==> config.mk <==
export PLATFORM = sky130hd
export DESIGN_NAME = i2c_bus_frontend
export DESIGN_NICKNAME = d
export VERILOG_FILES = /design/src/rtl/i2c_fe_pkg.sv /design/src/rtl/i2c_line_filter.sv /design/src/rtl/i2c_cond_detect.sv /design/src/rtl/i2c_sda_hold.sv /design/src/rtl/i2c_bus_frontend.sv
export SDC_FILE = /design/constraint.sdc
export NUM_CORES = 1
export LEC_CHECK = 0
export CELL_PAD_IN_SITES_DETAIL_PLACEMENT = 1
export CELL_PAD_IN_SITES_GLOBAL_PLACEMENT = 1
export CORE_UTILIZATION = 38
export CTS_CLUSTER_SIZE = 8
export DETAILED_ROUTE_END_ITERATION = 7
export GPL_TIMING_DRIVEN = 0
export PLACE_DENSITY = 0.8
export SYNTH_ARGS = -nofsm -noshare
export SYNTH_HDL_FRONTEND = slang
export SYNTH_SLANG_ARGS = --single-unit
==> constraint.sdc <==
create_clock -name clk_i -period 1.4 [get_ports clk_i]
set_input_delay 0.28 -clock clk_i [delete_from_list [all_inputs] [get_ports clk_i]]
set_output_delay 0.28 -clock clk_i [all_outputs]
set_load 0.02 [all_outputs]
==> src/rtl/i2c_fe_pkg.sv <==
package i2c_fe_pkg;
  localparam int unsigned LINE_SCL = 0;
  localparam int unsigned LINE_SDA = 1;
  localparam int unsigned N_LINES  = 2;

  typedef struct packed {
    logic start;
    logic stop;
    logic rstart;
    logic rise;
    logic fall;
  } bus_ev_t;
endpackage

==> src/rtl/i2c_line_filter.sv <==
module i2c_line_filter #(
  parameter int unsigned SYNC_STAGES = 2,
  parameter int unsigned FILT_CYC    = 10
) (
  input  logic clk_i,
  input  logic rst_ni,
  input  logic raw_i,
  output logic level_o
);
  localparam int unsigned CW = $clog2(FILT_CYC + 1);
  localparam logic [CW-1:0] CNT_LAST = CW'(FILT_CYC - 1);

  logic [SYNC_STAGES-1:0] sync_q;
  logic [CW-1:0]          cnt_q;
  logic                   lvl_q;
  logic                   s_in;

  assign s_in = sync_q[SYNC_STAGES-1];

  always_ff @(posedge clk_i or negedge rst_ni) begin
    if (!rst_ni) sync_q <= '1;
    else         sync_q <= {sync_q[SYNC_STAGES-2:0], raw_i};
  end

  // level moves only after FILT_CYC consecutive disagreeing samples
  always_ff @(posedge clk_i or negedge rst_ni) begin
    if (!rst_ni) begin
      cnt_q <= '0;
      lvl_q <= 1'b1;
    end else if (s_in == lvl_q) begin
      cnt_q <= '0;
    end else if (cnt_q == CNT_LAST) begin
      cnt_q <= '0;
      lvl_q <= s_in;
    end else begin
      cnt_q <= cnt_q + 1'b1;
    end
  end

  assign level_o = lvl_q;


  level_needs_disagree_chk: assert property (@(posedge clk_i) disable iff (!rst_ni)
    (lvl_q != $past(lvl_q)) |-> ($past(s_in) != $past(lvl_q)));
endmodule

==> src/rtl/i2c_cond_detect.sv <==
module i2c_cond_detect
  import i2c_fe_pkg::*;
(
  input  logic    clk_i,
  input  logic    rst_ni,
  input  logic    scl_i,
  input  logic    sda_i,
  output bus_ev_t ev_o,
  output logic    busy_o
);
  logic scl_q, sda_q, busy_q;
  bus_ev_t ev;

  always_ff @(posedge clk_i or negedge rst_ni) begin
    if (!rst_ni) begin
      scl_q <= 1'b1;
      sda_q <= 1'b1;
    end else begin
      scl_q <= scl_i;
      sda_q <= sda_i;
    end
  end

  // conditions need SCL high on both samples so a simultaneous edge is not a condition
  always_comb begin
    ev.start  = scl_i & scl_q & sda_q & ~sda_i;
    ev.stop   = scl_i & scl_q & ~sda_q & sda_i;
    ev.rstart = ev.start & busy_q;
    ev.rise   = scl_i & ~scl_q;
    ev.fall   = ~scl_i & scl_q;
  end

  always_ff @(posedge clk_i or negedge rst_ni) begin
    if (!rst_ni)       busy_q <= 1'b0;
    else if (ev.start) busy_q <= 1'b1;
    else if (ev.stop)  busy_q <= 1'b0;
  end

  assign ev_o   = ev;
  assign busy_o = busy_q;


  busy_after_start_chk: assert property (@(posedge clk_i) disable iff (!rst_ni)
    ev.start |=> busy_q);

  idle_after_stop_chk: assert property (@(posedge clk_i) disable iff (!rst_ni)
    ev.stop |=> !busy_q);

  start_single_chk: assert property (@(posedge clk_i) disable iff (!rst_ni)
    ev.start |=> !ev.start);

  no_start_stop_chk: assert property (@(posedge clk_i) disable iff (!rst_ni)
    !(ev.start && ev.stop));

  cond_scl_high_chk: assert property (@(posedge clk_i) disable iff (!rst_ni)
    (ev.start || ev.stop) |-> (scl_i && $past(scl_i)));
endmodule

==> src/rtl/i2c_sda_hold.sv <==
module i2c_sda_hold #(
  parameter int unsigned HOLD_CYC = 30
) (
  input  logic clk_i,
  input  logic rst_ni,
  input  logic scl_i,
  input  logic scl_fall_i,
  input  logic drive_low_i,
  output logic oe_o
);
  localparam int unsigned HW = $clog2(HOLD_CYC + 1);
  localparam logic [HW-1:0] HOLD_MAX = HW'(HOLD_CYC);

  logic [HW-1:0] cnt_q;
  logic          oe_q;
  logic          open_w;

  always_ff @(posedge clk_i or negedge rst_ni) begin
    if (!rst_ni)                           cnt_q <= '0;
    else if (scl_fall_i)                   cnt_q <= '0;
    else if (!scl_i && cnt_q != HOLD_MAX)  cnt_q <= cnt_q + 1'b1;
  end

  assign open_w = !scl_i && !scl_fall_i && (cnt_q == HOLD_MAX);

  always_ff @(posedge clk_i or negedge rst_ni) begin
    if (!rst_ni)     oe_q <= 1'b0;
    else if (open_w) oe_q <= drive_low_i;
  end

  assign oe_o = oe_q;


  oe_frozen_scl_high_chk: assert property (@(posedge clk_i) disable iff (!rst_ni)
    (oe_q != $past(oe_q)) |-> !$past(scl_i));

  oe_not_at_fall_chk: assert property (@(posedge clk_i) disable iff (!rst_ni)
    scl_fall_i |=> $stable(oe_q));
endmodule

==> src/rtl/i2c_bus_frontend.sv <==
module i2c_bus_frontend
  import i2c_fe_pkg::*;
#(
  parameter int unsigned SYNC_STAGES = 2,
  parameter int unsigned FILT_CYC    = 10,
  parameter int unsigned HOLD_CYC    = 30
) (
  input  logic clk_i,
  input  logic rst_ni,
  input  logic scl_raw_i,
  input  logic sda_raw_i,
  input  logic sda_drive_low_i,
  output logic sda_oe_o,
  output logic scl_o,
  output logic sda_o,
  output logic start_o,
  output logic stop_o,
  output logic rstart_o,
  output logic scl_rise_o,
  output logic scl_fall_o,
  output logic busy_o
);
  logic [N_LINES-1:0] raw, lvl;
  bus_ev_t ev;

  assign raw[LINE_SCL] = scl_raw_i;
  assign raw[LINE_SDA] = sda_raw_i;

  for (genvar g = 0; g < N_LINES; g++) begin : g_line
    i2c_line_filter #(
      .SYNC_STAGES(SYNC_STAGES),
      .FILT_CYC   (FILT_CYC)
    ) i_filt (
      .clk_i  (clk_i),
      .rst_ni (rst_ni),
      .raw_i  (raw[g]),
      .level_o(lvl[g])
    );
  end

  i2c_cond_detect i_det (
    .clk_i (clk_i),
    .rst_ni(rst_ni),
    .scl_i (lvl[LINE_SCL]),
    .sda_i (lvl[LINE_SDA]),
    .ev_o  (ev),
    .busy_o(busy_o)
  );

  i2c_sda_hold #(.HOLD_CYC(HOLD_CYC)) i_hold (
    .clk_i      (clk_i),
    .rst_ni     (rst_ni),
    .scl_i      (lvl[LINE_SCL]),
    .scl_fall_i (ev.fall),
    .drive_low_i(sda_drive_low_i),
    .oe_o       (sda_oe_o)
  );

  assign scl_o      = lvl[LINE_SCL];
  assign sda_o      = lvl[LINE_SDA];
  assign start_o    = ev.start;
  assign stop_o     = ev.stop;
  assign rstart_o   = ev.rstart;
  assign scl_rise_o = ev.rise;
  assign scl_fall_o = ev.fall;


  rstart_keeps_busy_chk: assert property (@(posedge clk_i) disable iff (!rst_ni)
    rstart_o |-> (busy_o && start_o));
endmodule

==> impl_metrics.toml <==
[logic_synthesis]
syn_inst = 86
ys_types = 27
ys_ff_latch = 23
seq_area_frac_synth = 0.5639
synth.area.top_cells = "dfrtp_1 (36%), dfstp_2 (20%), ha_1 (7.2%), nor2_1 (4.7%), xor2_1 (3.4%)"
synth_top_area_frac = 0.3614
synth_warnings = 0
synth_nets = 97
avgSynthCellArea_um2 = 12.08
synth-edff-count = 0
yosys.area.top_type = "dfrtp_1"
synth_ff_type = "dfrtp_1"
synthesis.area_mm2 = 0.001038
async_flop_share = 1.000

[placement]
place_area_mm2 = 0.001236
port_buffers = 13
place_congestion = 0.7028
dpl.hpwl_um = 1366

[detailed_routing]
drt-initial-drc-count = 2
wire_per_inst_um = 14.34
drc = 0
drt-pass1-iter-count = 3
finalWirelength_um = 2108
num_vias = 722
ant_nets = 0
avgViaCountPerCell = 4.912

[final_layout]
final_util = 0.5625
fill_cells = 269
design_area_mm2 = 0.001419
multi_input_area_um2 = 486.7
final_nets = 129
insertedDiodeCount = 0
regArea_um2 = 585.6
drive_gt1_frac = 0.4530
area_growth_syn_to_layout_pct = 36.63

[critical_path]
cp-end-kind = "primary output"
worstSetupPathType = "flip-flop to primary output"
reg2reg_depth = 5
cp_max_fo = 3
rr_endpoint = "i_hold.cnt_q[1]"
crit_end = "rstart_o"
reg2reg_from = "i_hold.cnt_q[0]"
r2r_slack_ns = -0.05
critPathLaunchType = "flip-flop"
crit_path_start = "g_line[0].i_filt.level_o"
crit_arrival_ns = 1.47
worstPathRequired_ns = 1.12

[grt]
grt_pass1_wl_um = 3477
grt_max_degree = 24
grt-ovfl-total = 0
grt_pass1_vias = 782
antenna_found_initial = 0
grt.total_usage = 0.1737

[sta]
maxSlewHeadroom = 0.3103
tns_ns = -1.457
period_needed_ns = 1.752
whs_ns = 0.3623
fin_crit_sh = 1.251
grt_setup_unrepaired = "yes"
hold_violations = 0
final-max-slew-violation-count = 0
tightest_slew_ns = 1.031
finClkSkew_ns = 0.005065
setup_viol = 8
fin_ws_ns = -0.3521
max_clock_freq_mhz = 570.8

[clock_network]
numCtsBuffers = 3
cts.htree.levels = 1
clock_sinks = 23
ctsHoldBuffers = 0
clock_path_buffers = 2
cts_tree = "done"
cts-root-buf = "clkbuf_4"
clock_latency_ns = 0.31
clkTransAtPathRegs_ns = 0.12

[worst_hold_path]
hold_start = "g_line[0].i_filt.sync_q[0]"
hold_path_depth = 0
hold_path_class = "flip-flop to flip-flop"

[power]
total_power_mw = 2.025
intPower_mw = 1.357
power_density_mw_per_mm2 = 1427
pwr-share-seq = 0.476
switchingPower_mw = 0.6679
peakVddDrop_v = 0.0008248
p_comb_frac = 0.377
p_sw_frac = 0.3299
p_leak_nw = 0.6867
pwr-share-clk = 0.147

[run_status]
failed_checks = "negative setup slack"
outcome = "finished with violations"

[floorplan]
dieHeight_um = 54.28
placementRows = 18
die_x_um = 54.28
initial_core_util = 0.4117
io_pins = 14
die_area_mm2 = 0.002946
coreArea_mm2 = 0.002522

[run]
maxCapViolCount = 0
[power groups by stage]
stage	combinational, mW	sequential [mW]	clock [mW]
after floorplan	0.396	0.957	0
after global placement	0.520	0.957	0
after detailed placement	0.570	0.971	0
after CTS	0.659	0.963	0.320
after global routing	0.851	0.987	0.342
final	0.763	0.963	0.298
[state kept, by name (all words and copies together), names as in the netlist]
name                   count
i_det.busy_o               1
i_hold.oe_o                1
g_line.i_filt.level_o      2
g_line.i_filt.cnt_q        8
i_hold.cnt_q               5
g_line.i_filt.sync_q       4
i_det.sda_q                1
i_det.scl_q                1
[through the flow]
stage                     cells  setup slack, ns
after floorplan              86          -0.2172
after global placement      129          -0.5737
after detailed placement    129          -0.5847
after CTS                   143          -0.4013
after global routing        147          -0.4581
final                       147          -0.3521
[worst min-delay path by stage]
stage / endpoint / slack [ns]
floorplan: g_line[0].i_filt.cnt_q[0] / -0.02
global placement: g_line[0].i_filt.sync_q[1] / 0.35
detailed placement: g_line[1].i_filt.sync_q[1] / 0.35
CTS: g_line[1].i_filt.sync_q[0] / 0.35
global route: g_line[0].i_filt.sync_q[0] / 0.36
finish: g_line[0].i_filt.sync_q[1] / 0.36
[cells in the final DEF, fill, tap and decap left out, types with 2 or more instances in the layout]
master and instances:
dfrtp_1 15, buf_4 15, nor2_1 11, buf_6 8, dfstp_2 8, inv_1 6
ha_1 4, clkdlybuf4s50_1 4, xor2_1 3, nand3_1 3, mux2_4 3, clkbuf_4 3
nand3b_1 2, xnor2_1 2, nor2_2 2, nor2b_1 2, mux2_2 2, ha_2 2
dlygate4sd2_1 2
[synthesized netlist by cell type (2+ instances only)]
| cell | count |
|---|---|
| ha_1 | 6 |
| mux2_4 | 2 |
| mux2_2 | 3 |
| nor2b_1 | 3 |
| xnor2_1 | 2 |
| nand2_1 | 3 |
| nor3b_1 | 2 |
| nand3b_1 | 2 |
| dfrtp_1 | 15 |
| buf_4 | 2 |
| inv_1 | 6 |
| nor2_1 | 13 |
| nand3_1 | 3 |
| dfstp_2 | 8 |
| xor2_1 | 4 |
[per-layer routing]
layer / GRT usage / routed length [um] / vias up
li1: - / - / 347
met1: 0.2057 / 831 / 356
met2: 0.3028 / 1167 / 15
met3: 0.03333 / 77 / 4
met4: 0.07692 / 31 / 0
met5: 0 / 0 / -
[what timing repair did]
item	4_1_cts	5_1_grt
gates resized for setup	44	13
pin swaps	3	7
setup endpoints to repair	12	15
buffers inserted	10	5
[cell families after synthesis]
group,share of synthesized area
simple gates,0.1602
compound gates,0.04579
buf+inv,0.03614
mux,0.07108
flops,0.5639
fa+ha+maj,0.07229
xor+xnor,0.05060
[layout make-up]
class                           instances  area share
Sequential cell                        23      0.4127
Multi-Input combinational cell         55      0.3430
Timing Repair Buffer                   28      0.1755
Tap cell                               30     0.02646
Clock buffer                            4     0.01852
Inverter                                6     0.01587
Buffer                                  1    0.007937
[critical path, cell delays in order, from the launching register on]
cell,delay [ns]
dfstp_2,0.55
buf_6,0.11
nand2_4,0.05
nor3b_4,0.18
and2_4,0.16
buf_6,0.11
No activity file was read; power rests on OpenSTA's default activity.
